--- src/rtl/nfs_pkg.sv ---
package nfs_pkg;

  typedef enum logic [2:0] {
    ST_IDLE  = 3'd0,
    ST_PROG  = 3'd1,
    ST_ERASE = 3'd2,
    ST_SUSP  = 3'd3,
    ST_SPROG = 3'd4,
    ST_FAULT = 3'd5
  } op_state_e;

  localparam logic [2:0] OP_PROG    = 3'd1;
  localparam logic [2:0] OP_ERASE   = 3'd2;
  localparam logic [2:0] OP_SUSPEND = 3'd3;
  localparam logic [2:0] OP_RESUME  = 3'd4;
  localparam logic [2:0] OP_RESET   = 3'd5;

  localparam int POLL_BIT = 7;
  localparam int TOG_BIT  = 6;
  localparam int TMO_BIT  = 5;
  localparam int SUS_BIT  = 2;

  function automatic logic st_busy(op_state_e s);
    return (s == ST_PROG) || (s == ST_ERASE) || (s == ST_SPROG) || (s == ST_FAULT);
  endfunction

  function automatic logic st_susp(op_state_e s);
    return (s == ST_SUSP) || (s == ST_SPROG);
  endfunction

endpackage

--- src/rtl/nfs_op_seq.sv ---
module nfs_op_seq
  import nfs_pkg::*;
#(
  parameter int AW           = 16,
  parameter int DW           = 8,
  parameter int SEC_LSB      = 12,
  parameter int PROG_CYCLES  = 500,
  parameter int ERASE_CYCLES = 20000,
  localparam int SW          = AW - SEC_LSB
) (
  input  logic            clk,
  input  logic            rst_n,
  input  logic            cmd_valid,
  input  logic [2:0]      cmd_op,
  input  logic [AW-1:0]   cmd_addr,
  input  logic [DW-1:0]   cmd_data,
  input  logic            err_inject,
  output op_state_e       st,
  output logic [AW-1:0]   prog_addr,
  output logic            prog_pol,
  output logic [SW-1:0]   erase_sec,
  output logic            flt_prog
);

  localparam int PCW = $clog2(PROG_CYCLES + 1);
  localparam int ECW = $clog2(ERASE_CYCLES + 1);

  logic [PCW-1:0] pcnt;
  logic [ECW-1:0] ecnt;
  logic           perr, eerr;

  logic do_prog, do_erase, do_susp, do_resume, do_rst;
  logic prog_clash;

  assign do_prog    = cmd_valid && (cmd_op == OP_PROG);
  assign do_erase   = cmd_valid && (cmd_op == OP_ERASE);
  assign do_susp    = cmd_valid && (cmd_op == OP_SUSPEND);
  assign do_resume  = cmd_valid && (cmd_op == OP_RESUME);
  assign do_rst     = cmd_valid && (cmd_op == OP_RESET);
  assign prog_clash = (cmd_addr[AW-1:SEC_LSB] == erase_sec);

  always_ff @(posedge clk or negedge rst_n) begin
    if (!rst_n) begin
      st        <= ST_IDLE;
      pcnt      <= '0;
      ecnt      <= '0;
      perr      <= 1'b0;
      eerr      <= 1'b0;
      prog_addr <= '0;
      prog_pol  <= 1'b0;
      erase_sec <= '0;
      flt_prog  <= 1'b0;
    end else begin
      case (st)
        ST_IDLE: begin
          if (do_prog) begin
            st        <= ST_PROG;
            pcnt      <= PCW'(PROG_CYCLES - 1);
            prog_addr <= cmd_addr;
            prog_pol  <= cmd_data[POLL_BIT];
            perr      <= err_inject;
          end else if (do_erase) begin
            st        <= ST_ERASE;
            ecnt      <= ECW'(ERASE_CYCLES - 1);
            erase_sec <= cmd_addr[AW-1:SEC_LSB];
            eerr      <= err_inject;
          end
        end
        ST_PROG: begin
          if (pcnt == '0) begin
            if (perr) begin
              st       <= ST_FAULT;
              flt_prog <= 1'b1;
            end else begin
              st <= ST_IDLE;
            end
          end else begin
            pcnt <= pcnt - 1'b1;
          end
        end
        ST_ERASE: begin
          if (ecnt == '0) begin
            if (eerr) begin
              st       <= ST_FAULT;
              flt_prog <= 1'b0;
            end else begin
              st <= ST_IDLE;
            end
          end else if (do_susp) begin
            st <= ST_SUSP;
          end else begin
            ecnt <= ecnt - 1'b1;
          end
        end
        ST_SUSP: begin
          if (do_resume) begin
            st <= ST_ERASE;
          end else if (do_prog && !prog_clash) begin
            st        <= ST_SPROG;
            pcnt      <= PCW'(PROG_CYCLES - 1);
            prog_addr <= cmd_addr;
            prog_pol  <= cmd_data[POLL_BIT];
            perr      <= err_inject;
          end
        end
        ST_SPROG: begin
          if (pcnt == '0) begin
            if (perr) begin
              st       <= ST_FAULT;
              flt_prog <= 1'b1;
            end else begin
              st <= ST_SUSP;
            end
          end else begin
            pcnt <= pcnt - 1'b1;
          end
        end
        ST_FAULT: begin
          if (do_rst) st <= ST_IDLE;
        end
        default: st <= ST_IDLE;
      endcase
    end
  end

  // a running program cannot end before its counter reaches zero
  p_prog_hold_r2: assert property (@(posedge clk) disable iff (!rst_n)
    (st == ST_PROG && pcnt != '0) |=> (st == ST_PROG));

  // remaining erase time is frozen while suspended
  p_susp_frozen_r6: assert property (@(posedge clk) disable iff (!rst_n)
    (st == ST_SUSP) |=> $stable(ecnt));

  // a program during suspend never targets the suspended sector
  p_sprog_sector_r8: assert property (@(posedge clk) disable iff (!rst_n)
    (st == ST_SPROG) |-> (prog_addr[AW-1:SEC_LSB] != erase_sec));

  // the timeout state is left only through a reset command
  p_fault_sticky_r10: assert property (@(posedge clk) disable iff (!rst_n)
    (st == ST_FAULT && !do_rst) |=> (st == ST_FAULT));

endmodule

--- src/rtl/nfs_toggle.sv ---
module nfs_toggle
  import nfs_pkg::*;
#(
  parameter int SW = 4
) (
  input  logic          clk,
  input  logic          rst_n,
  input  logic          rd_oe_n,
  input  logic [SW-1:0] rd_sec,
  input  op_state_e     st,
  input  logic [SW-1:0] erase_sec,
  output logic          tg6,
  output logic          tg2
);

  logic          oe_q;
  logic [SW-1:0] sec_q;
  logic          rd_end;

  assign rd_end = rd_oe_n && !oe_q;

  always_ff @(posedge clk or negedge rst_n) begin
    if (!rst_n) begin
      oe_q  <= 1'b1;
      sec_q <= '0;
      tg6   <= 1'b0;
      tg2   <= 1'b0;
    end else begin
      oe_q <= rd_oe_n;
      if (!rd_oe_n) sec_q <= rd_sec;
      if (rd_end && st_busy(st)) tg6 <= ~tg6;
      if (rd_end && st_susp(st) && (sec_q == erase_sec)) tg2 <= ~tg2;
    end
  end

  // the general toggle moves only when a read strobe ends
  p_tg6_quiet_r4: assert property (@(posedge clk) disable iff (!rst_n)
    !rd_end |=> $stable(tg6));

  // the sector toggle moves only for reads ending in suspend
  p_tg2_scope_r7: assert property (@(posedge clk) disable iff (!rst_n)
    !(rd_end && st_susp(st)) |=> $stable(tg2));

endmodule

--- src/rtl/nfs_status_mux.sv ---
module nfs_status_mux
  import nfs_pkg::*;
#(
  parameter int AW      = 16,
  parameter int DW      = 8,
  parameter int SEC_LSB = 12,
  localparam int SW     = AW - SEC_LSB
) (
  input  logic          clk,
  input  logic          rst_n,
  input  op_state_e     st,
  input  logic          rd_oe_n,
  input  logic [AW-1:0] rd_addr,
  input  logic [AW-1:0] prog_addr,
  input  logic          prog_pol,
  input  logic [SW-1:0] erase_sec,
  input  logic          flt_prog,
  input  logic          tg6,
  input  logic          tg2,
  output logic          stat_active,
  output logic [DW-1:0] stat_q
);

  logic in_sus, at_pa;
  logic          act;
  logic [DW-1:0] q;

  assign in_sus = (rd_addr[AW-1:SEC_LSB] == erase_sec);
  assign at_pa  = (rd_addr == prog_addr);

  always_comb begin
    act = 1'b0;
    q   = '0;
    case (st)
      ST_PROG: begin
        act         = 1'b1;
        q[POLL_BIT] = ~prog_pol;
        q[TOG_BIT]  = tg6;
      end
      ST_ERASE: begin
        act        = 1'b1;
        q[TOG_BIT] = tg6;
        q[SUS_BIT] = tg2;
      end
      ST_SUSP: begin
        if (in_sus) begin
          act         = 1'b1;
          q[POLL_BIT] = 1'b1;
          q[TOG_BIT]  = tg6;
          q[SUS_BIT]  = tg2;
        end
      end
      ST_SPROG: begin
        act         = 1'b1;
        q[POLL_BIT] = ~prog_pol;
        q[TOG_BIT]  = tg6;
        q[SUS_BIT]  = at_pa ? 1'b1 : (in_sus ? tg2 : 1'b0);
      end
      ST_FAULT: begin
        act         = 1'b1;
        q[POLL_BIT] = flt_prog ? ~prog_pol : 1'b0;
        q[TOG_BIT]  = tg6;
        q[TMO_BIT]  = 1'b1;
      end
      default: ;
    endcase
    if (rd_oe_n) begin
      act = 1'b0;
      q   = '0;
    end
  end

  assign stat_active = act;
  assign stat_q      = q;

  // status never drives outside a read strobe
  p_oe_gate_r3: assert property (@(posedge clk) disable iff (!rst_n)
    stat_active |-> !rd_oe_n);

  // idle never answers with status
  p_idle_quiet_r1: assert property (@(posedge clk) disable iff (!rst_n)
    (st == ST_IDLE) |-> !stat_active);

endmodule

--- src/rtl/nflash_status_gen.sv ---
module nflash_status_gen
  import nfs_pkg::*;
#(
  parameter int AW           = 16,
  parameter int DW           = 8,
  parameter int SEC_LSB      = 12,
  parameter int PROG_CYCLES  = 500,
  parameter int ERASE_CYCLES = 20000
) (
  input  logic          clk,
  input  logic          rst_n,
  input  logic          cmd_valid,
  input  logic [2:0]    cmd_op,
  input  logic [AW-1:0] cmd_addr,
  input  logic [DW-1:0] cmd_data,
  input  logic          err_inject,
  input  logic          rd_oe_n,
  input  logic [AW-1:0] rd_addr,
  output logic          stat_active,
  output logic [DW-1:0] stat_q,
  output logic          rdy
);

  localparam int SW = AW - SEC_LSB;

  op_state_e     st;
  logic [AW-1:0] prog_addr;
  logic          prog_pol;
  logic [SW-1:0] erase_sec;
  logic          flt_prog;
  logic          tg6, tg2;

  nfs_op_seq #(
    .AW(AW), .DW(DW), .SEC_LSB(SEC_LSB),
    .PROG_CYCLES(PROG_CYCLES), .ERASE_CYCLES(ERASE_CYCLES)
  ) u_seq (
    .clk(clk), .rst_n(rst_n),
    .cmd_valid(cmd_valid), .cmd_op(cmd_op), .cmd_addr(cmd_addr),
    .cmd_data(cmd_data), .err_inject(err_inject),
    .st(st), .prog_addr(prog_addr), .prog_pol(prog_pol),
    .erase_sec(erase_sec), .flt_prog(flt_prog)
  );

  nfs_toggle #(.SW(SW)) u_tog (
    .clk(clk), .rst_n(rst_n), .rd_oe_n(rd_oe_n),
    .rd_sec(rd_addr[AW-1:SEC_LSB]), .st(st), .erase_sec(erase_sec),
    .tg6(tg6), .tg2(tg2)
  );

  nfs_status_mux #(.AW(AW), .DW(DW), .SEC_LSB(SEC_LSB)) u_mux (
    .clk(clk), .rst_n(rst_n), .st(st), .rd_oe_n(rd_oe_n), .rd_addr(rd_addr),
    .prog_addr(prog_addr), .prog_pol(prog_pol), .erase_sec(erase_sec),
    .flt_prog(flt_prog), .tg6(tg6), .tg2(tg2),
    .stat_active(stat_active), .stat_q(stat_q)
  );

  assign rdy = !st_busy(st);

  // a suspended erase with no program leaves the part ready
  p_susp_ready_r6: assert property (@(posedge clk) disable iff (!rst_n)
    (st == ST_SUSP) |-> rdy);

endmodule

--- config.mk ---
export PLATFORM = sky130hd
export DESIGN_NAME = nflash_status_gen
export DESIGN_NICKNAME = d
export VERILOG_FILES = /design/src/rtl/nfs_pkg.sv /design/src/rtl/nfs_op_seq.sv /design/src/rtl/nfs_toggle.sv /design/src/rtl/nfs_status_mux.sv /design/src/rtl/nflash_status_gen.sv
export SDC_FILE = /design/constraint.sdc
export NUM_CORES = 1
export LEC_CHECK = 0
export ABC_AREA = 1
export ABC_CLOCK_PERIOD_IN_PS = 1670
export BUFFER_PORTS_ARGS = -buffer_cell sky130_fd_sc_hd__buf_2
export CORE_UTILIZATION = 52
export DETAILED_ROUTE_END_ITERATION = 8
export GPL_TIMING_DRIVEN = 0
export PLACE_DENSITY = 0.77
export REMOVE_ABC_BUFFERS = 1
export SLEW_MARGIN = 0
export SYNTH_ARGS = -nofsm -noshare
export SYNTH_HDL_FRONTEND = slang
export SYNTH_SLANG_ARGS = --single-unit
--- constraint.sdc ---
create_clock -name clk -period 1.67 [get_ports clk]
set_input_delay 0.167 -clock clk [delete_from_list [all_inputs] [get_ports clk]]
set_output_delay 0.167 -clock clk [all_outputs]
set_load 0.005 [all_outputs]
After elaboration in Yosys (flattened, before gate mapping):

Cells that the tools add are included.

* bits in registers: 58
* word-level logic and storage cells: 135
* input bits: 48

* $add $sub $neg: 2
* reductions and logical operators: 32
* multiplexer cells: 52
* eq/ne operators: 32
* bitwise gates (word level): 4

Operators with widths (number)
* 15-bit 2-to-1 mux: 4
* 16-bit 2-to-1 mux: 3
* 3-bit 2-to-1 mux: 12
* 9-bit 2-to-1 mux: 4
* 16-bit case mux with 2 select lines: 1
* 15-bit case mux with 2 select lines: 1
* 9-bit case mux with 3 select lines: 1
* 2-bit by 1-bit != test with 1-bit output, second input constant: 9
* 3-bit case mux with 6 select lines: 1
* 16-bit equality test: 1
* 1-bit 2-to-1 mux: 16
* 15-bit zero test: 1
* 5-bit AND reduction: 3
* 15-bit by 1-bit subtractor with 15-bit output, second input constant: 1
* 3-bit by 2-bit equality test with 1-bit output, second input constant: 4
* 3-bit equality test, second input constant: 4
* 4-bit equality test: 3
* 2-bit != test, second input constant: 6
* 1-bit logical AND: 10
* 1-bit case mux with 2 select lines: 5
* 9-bit zero test: 1
* 9-bit by 1-bit subtractor with 9-bit output, second input constant: 1
* 8-bit 2-to-1 mux: 1
* 3-bit by 1-bit equality test with 1-bit output, second input constant: 2
* other kinds (15): 27

Depth between registers and ports, before layout:

* depth after elaboration: 6
* mapped depth: 12

Hierarchy:

A second synthesis with hierarchy kept.

* cell total of the unflattened synthesis: 606
* area total of the unflattened synthesis: 3915.0 sq um

Modules (own cells, without submodules)
* nfs_op_seq: times used 1, cells an instance 414, area each 2941.6 sq um, sequential area each 1276.2 sq um
* nfs_status_mux: times used 1, cells an instance 130, area each 570.5 sq um, sequential area each 0.0 sq um
* nfs_toggle: times used 1, cells an instance 56, area each 380.4 sq um, sequential area each 176.4 sq um
* nflash_status_gen: times used 1, cells an instance 6, area each 22.5 sq um, sequential area each 0.0 sq um

Worst setup path before layout:

No wires, ideal clock.

* path type: flip-flop to flip-flop
* start point: reg u_seq.pcnt[0]
* end point: reg u_seq.st[0]
* arrival: 1452 ps
* stages on the path, launching flop included: 10
* setup time: 117 ps
* setup slack: 101 ps
* cells stage by stage: dfrtp_1 -> inv_1 -> ha_1 -> nand3_1 -> nor3_2 -> nor2_2 -> nor2_2 -> nand3_1 -> nand2_1 -> nand2_1

* cells in the longest elaborated chain, start to end: 3
* elaborated cells on any way between the ends: 4
* classes of those cells: eq/ne (2); reduce/logical (2)

Ends and longest elaborated chain
* start: declaration: line nfs_op_seq.sv:28 `logic [PCW-1:0] pcnt;`
* start signal: assignment: line nfs_op_seq.sv:58 `pcnt <= PCW'(PROG_CYCLES - 1);`
* start signal: assignment: line nfs_op_seq.sv:78 `pcnt <= pcnt - 1'b1;`
* start signal: assignment: line nfs_op_seq.sv:100 `pcnt <= PCW'(PROG_CYCLES - 1);`
* 9-bit zero test *: line nfs_op_seq.sv:70, nfs_op_seq.sv:107
* 2-bit by 1-bit != test with 1-bit output (no line)
* 6-bit AND reduction (no line) *
* end signal: assignment: line nfs_op_seq.sv:72 `st <= ST_FAULT;`
* end signal: assignment: line nfs_op_seq.sv:75 `st <= ST_IDLE;`
* end signal: assignment: line nfs_op_seq.sv:109 `st <= ST_FAULT;`
* end: declaration: line nfs_op_seq.sv:18 `output op_state_e st,`

Mark *: on every way between the ends. The rest lies on a longest branch, timed or not.
A chain may end at the register's enable or synchronous reset.

Worst setup path in the final report:

* start point: reg u_seq.erase_sec[3]
* end point: out stat_q[2]

* cells in the longest elaborated chain, start to end: 5

Ends and longest elaborated chain
* start: declaration: line nfs_op_seq.sv:21 `output logic [SW-1:0] erase_sec,`
* start signal: assignment: line nfs_op_seq.sv:65 `erase_sec <= cmd_addr[AW-1:SEC_LSB];`
* 4-bit equality test *: line nfs_status_mux.sv:28 `assign in_sus = (rd_addr[AW-1:SEC_LSB] == erase_sec);`
* 1-bit 2-to-1 mux *: line nfs_status_mux.sv:46, nfs_status_mux.sv:57
* 1-bit 2-to-1 mux: line nfs_status_mux.sv:57 `q[SUS_BIT] = at_pa ? 1'b1 : (in_sus ? tg2 : 1'b0);`
* 1-bit case mux with 3 select lines *: line nfs_status_mux.sv:34 `case (st)`
* 8-bit 2-to-1 mux *: line nfs_status_mux.sv:67 `if (rd_oe_n) begin`
* end: declaration: line nflash_status_gen.sv:20 `output logic [DW-1:0] stat_q,`

Marks and branches as above.

==> out/metrics.yaml <==
sta:
  fin_crit_ps: 1830
  worst_slew_pin_slew_ps: 750
  max_freq_mhz: 546
  grt_setup_unrepaired: "yes"
  hold_violations: 0
  fin_ws_ps: -162
  finalCritPeriodShare_pct: 110
  skew_ps: 8.96
  drv_slew: 0
  finalSetupViolCount: 27
  max_slew_margin_pct: 50.0
global_routing:
  grt_max_degree: 59
  grt_pass1_wl_um: 13900
  antenna_found_initial: 0
  grt_pass1_vias: 3174
  grt_use_total_pct: 24.0
  grt-ovfl-total: 0
finish:
  fin_nets: 658
  drive_above_1_share_pct: 29.4
  n_fill_cell: 542
  diodes: 0
  final_cells: 692
  fin_util_pct: 70.1
  final_common_cell: "nand2_1"
  synthToLayoutAreaGrowth_pct: 30.7
  final_cell_mix: "139 x nand2_1, 64 x nor2_1, 59 x inv_1"
logic_synthesis:
  yosysSeqAreaShare_pct: 40.1
  yosysWarnings: 0
  synthTopCellsByArea: "dfrtp_1 39%, nand2_1 15%, nor2_1 7.9%"
  synth_cell_type_count: 36
  synth_area_mm2: 0.00362
  yosys.area.top_type: "dfrtp_1"
  avgSynthCellArea_um2: 7.05
  synth_top_area_share_pct: 39.4
  synth-seq-cells: 58
  syn_inst: 514
clock_network:
  cts-root-buf: "clkbuf_8"
  htreeDepth: 3
  clk_path_buf_depth: 2
  clk_pin_slew_ps: 70
  cts_num_sinks: 58
  clock_latency_ps: 350
  tritoncts: "yes"
  numCtsBuffers: 9
critical_path:
  worstPathMaxFanout: 3
  cp.buffers_inverters: 1
  critPathMostFrequentCell: "nand2_1"
  endpoint_kind: "primary output"
  crit_chain: "xor2_1 -> nor2_1 -> nand2_1 -> o21ai_1 -> nand2_1 -> a21oi_2 -> buf_2"
  worstSetupPathType: "reg -> out"
  cp.arrival_ps: 1670
  critPathLaunchType: "flop"
  required_ps: 1500
  slowest_stage: "dfrtp_1"
  max_stage_delay_ps: 430
  critPathTopFamily: "flip-flops"
pwr:
  p_total_w: 0.00855
  power_density_mw_per_mm2: 1810
  peakVddDrop_mv: 0.931
  leakagePower_nw: 2.49
detailed_routing:
  vias_per_cell: 5.24
  vias: 3627
  drtAntennaViolNets: 0
  finalWirelength_um: 9590
  wire_per_inst_um: 13.9
  drt_first_iter_violations: 176
  drc: 0
  dr.pass1.iters: 4
flow_run:
  drv_cap: 0
placed_design:
  gp_congestion: 0.897
  dp_cells: 631
  dp_slack_ps: -211
  dp_hpwl_um: 5380
  io_buffers: 46
floorplan:
  dieArea_mm2: 0.00731
  fp.coreArea_mm2: 0.00676
  rows: 30
  initial_core_util_pct: 53.6
  ioPinCount: 58
  die_h_um: 85.5
  die_x_um: 85.5
run_status:
  violations: "setup timing"
  status: "finished with violations"
worst_hold_path:
  min_path_type: "in -> reg"
-- state kept, by name, indices dropped and copies added (netlist names), 3 cells and up --
| register | flops |
|---|---|
| u_seq.st | 3 |
| u_seq.ecnt | 15 |
| u_seq.pcnt | 9 |
| u_seq.erase_sec | 4 |
| u_seq.prog_addr | 16 |
| u_tog.sec_q | 4 |
-- metal layers --
metal	track usage (%)	wire, µm
met1	31.9	4060
met2	38.9	4730
met3	6.42	500
met4	6.52	289
met5	0	0
-- power breakdown --
| group | switching [W] | internal (W) | total (W) |
|---|---|---|---|
| Sequential | 0.000554 | 0.00199 | 0.00255 |
| Clock | 0.000614 | 0.000738 | 0.00135 |
| Combinational | 0.00274 | 0.00191 | 0.00465 |
| Total | 0.00391 | 0.00465 | 0.00855 |
-- path summary, 6_finish.rpt --
path	depth (start not counted)	slack [ps]	start	to
worst min-delay path	1	30	rd_oe_n	u_tog.oe_q
max in group asynchronous	2	670	rst_n	u_seq.st[0]
worst max-delay path	7	-160	u_seq.erase_sec[3]	stat_q[2]
worst max register to register	8	-100	u_seq.st[1]	u_seq.prog_addr[3]
min in group asynchronous	2	430	rst_n	u_seq.prog_addr[0]
worst min register to register	2	480	u_seq.flt_prog	u_seq.flt_prog
-- cells by family after synthesis --
family	count (synthesis)	share of synthesized area, %
simple gates	283	33.3
buf+inv	86	10.6
compound gates	62	9.81
flops	58	40.1
xor+xnor	21	5.08
fa+ha+maj	3	1.04
other cells	1	0.103
-- what timing repair did --
item	CTS	global route
setup endpoints to repair	33	52
resized for setup	22	59
setup buffers	18	21
hold buffers	0	1
pin swaps	10	20
endpoints found under the hold margin	0	57
cloned	1	4
-- layout make-up --
type | instances | area, µm² | share of cell area [%]
Timing Repair Buffer | 86 | 569 | 12.0
Clock inverter | 5 | 62.6 | 1.32
Multi-Input combinational cell | 378 | 2110 | 44.6
Sequential cell | 58 | 1460 | 30.8
Clock buffer | 11 | 141 | 2.99
Tap cell | 80 | 100 | 2.11
Inverter | 74 | 293 | 6.18
-- metrics by stage --
| step | setup TNS, ps | hold WS, ps | area, µm² |
|---|---|---|---|
| floorplan | 0 | -129 | 3530 |
| detailed placement | -1850 | 374 | 3860 |
| global placement | -1010 | 376 | 3860 |
| CTS | -472 | 18.0 | 4290 |
| global route | -4880 | 16.1 | 4730 |
| finish | -1870 | 27.5 | 4730 |
-- synth_stat cells --
library cell / number
a21boi_0: 1
a21oi_1: 11
a21oi_2: 6
a31oi_1: 3
buf_2: 1
buf_4: 5
buf_6: 5
clkbuf_1: 1
conb_1: 1
dfrtp_1: 57
dfstp_2: 1
ha_1: 3
inv_1: 65
inv_2: 7
inv_4: 2
nand2_1: 146
nand2_2: 6
nand2_4: 2
nand3_1: 25
nand3_2: 1
nand3b_1: 2
nand4_1: 8
nor2_1: 76
nor2_2: 5
nor2_4: 1
nor3_1: 6
nor3_2: 1
nor3b_1: 3
o21a_1: 1
o21ai_0: 19
o21ai_1: 19
o21ai_4: 1
o21bai_1: 1
or2_2: 1
xnor2_1: 4
xor2_1: 17
Power figures use the tool's default switching activity.
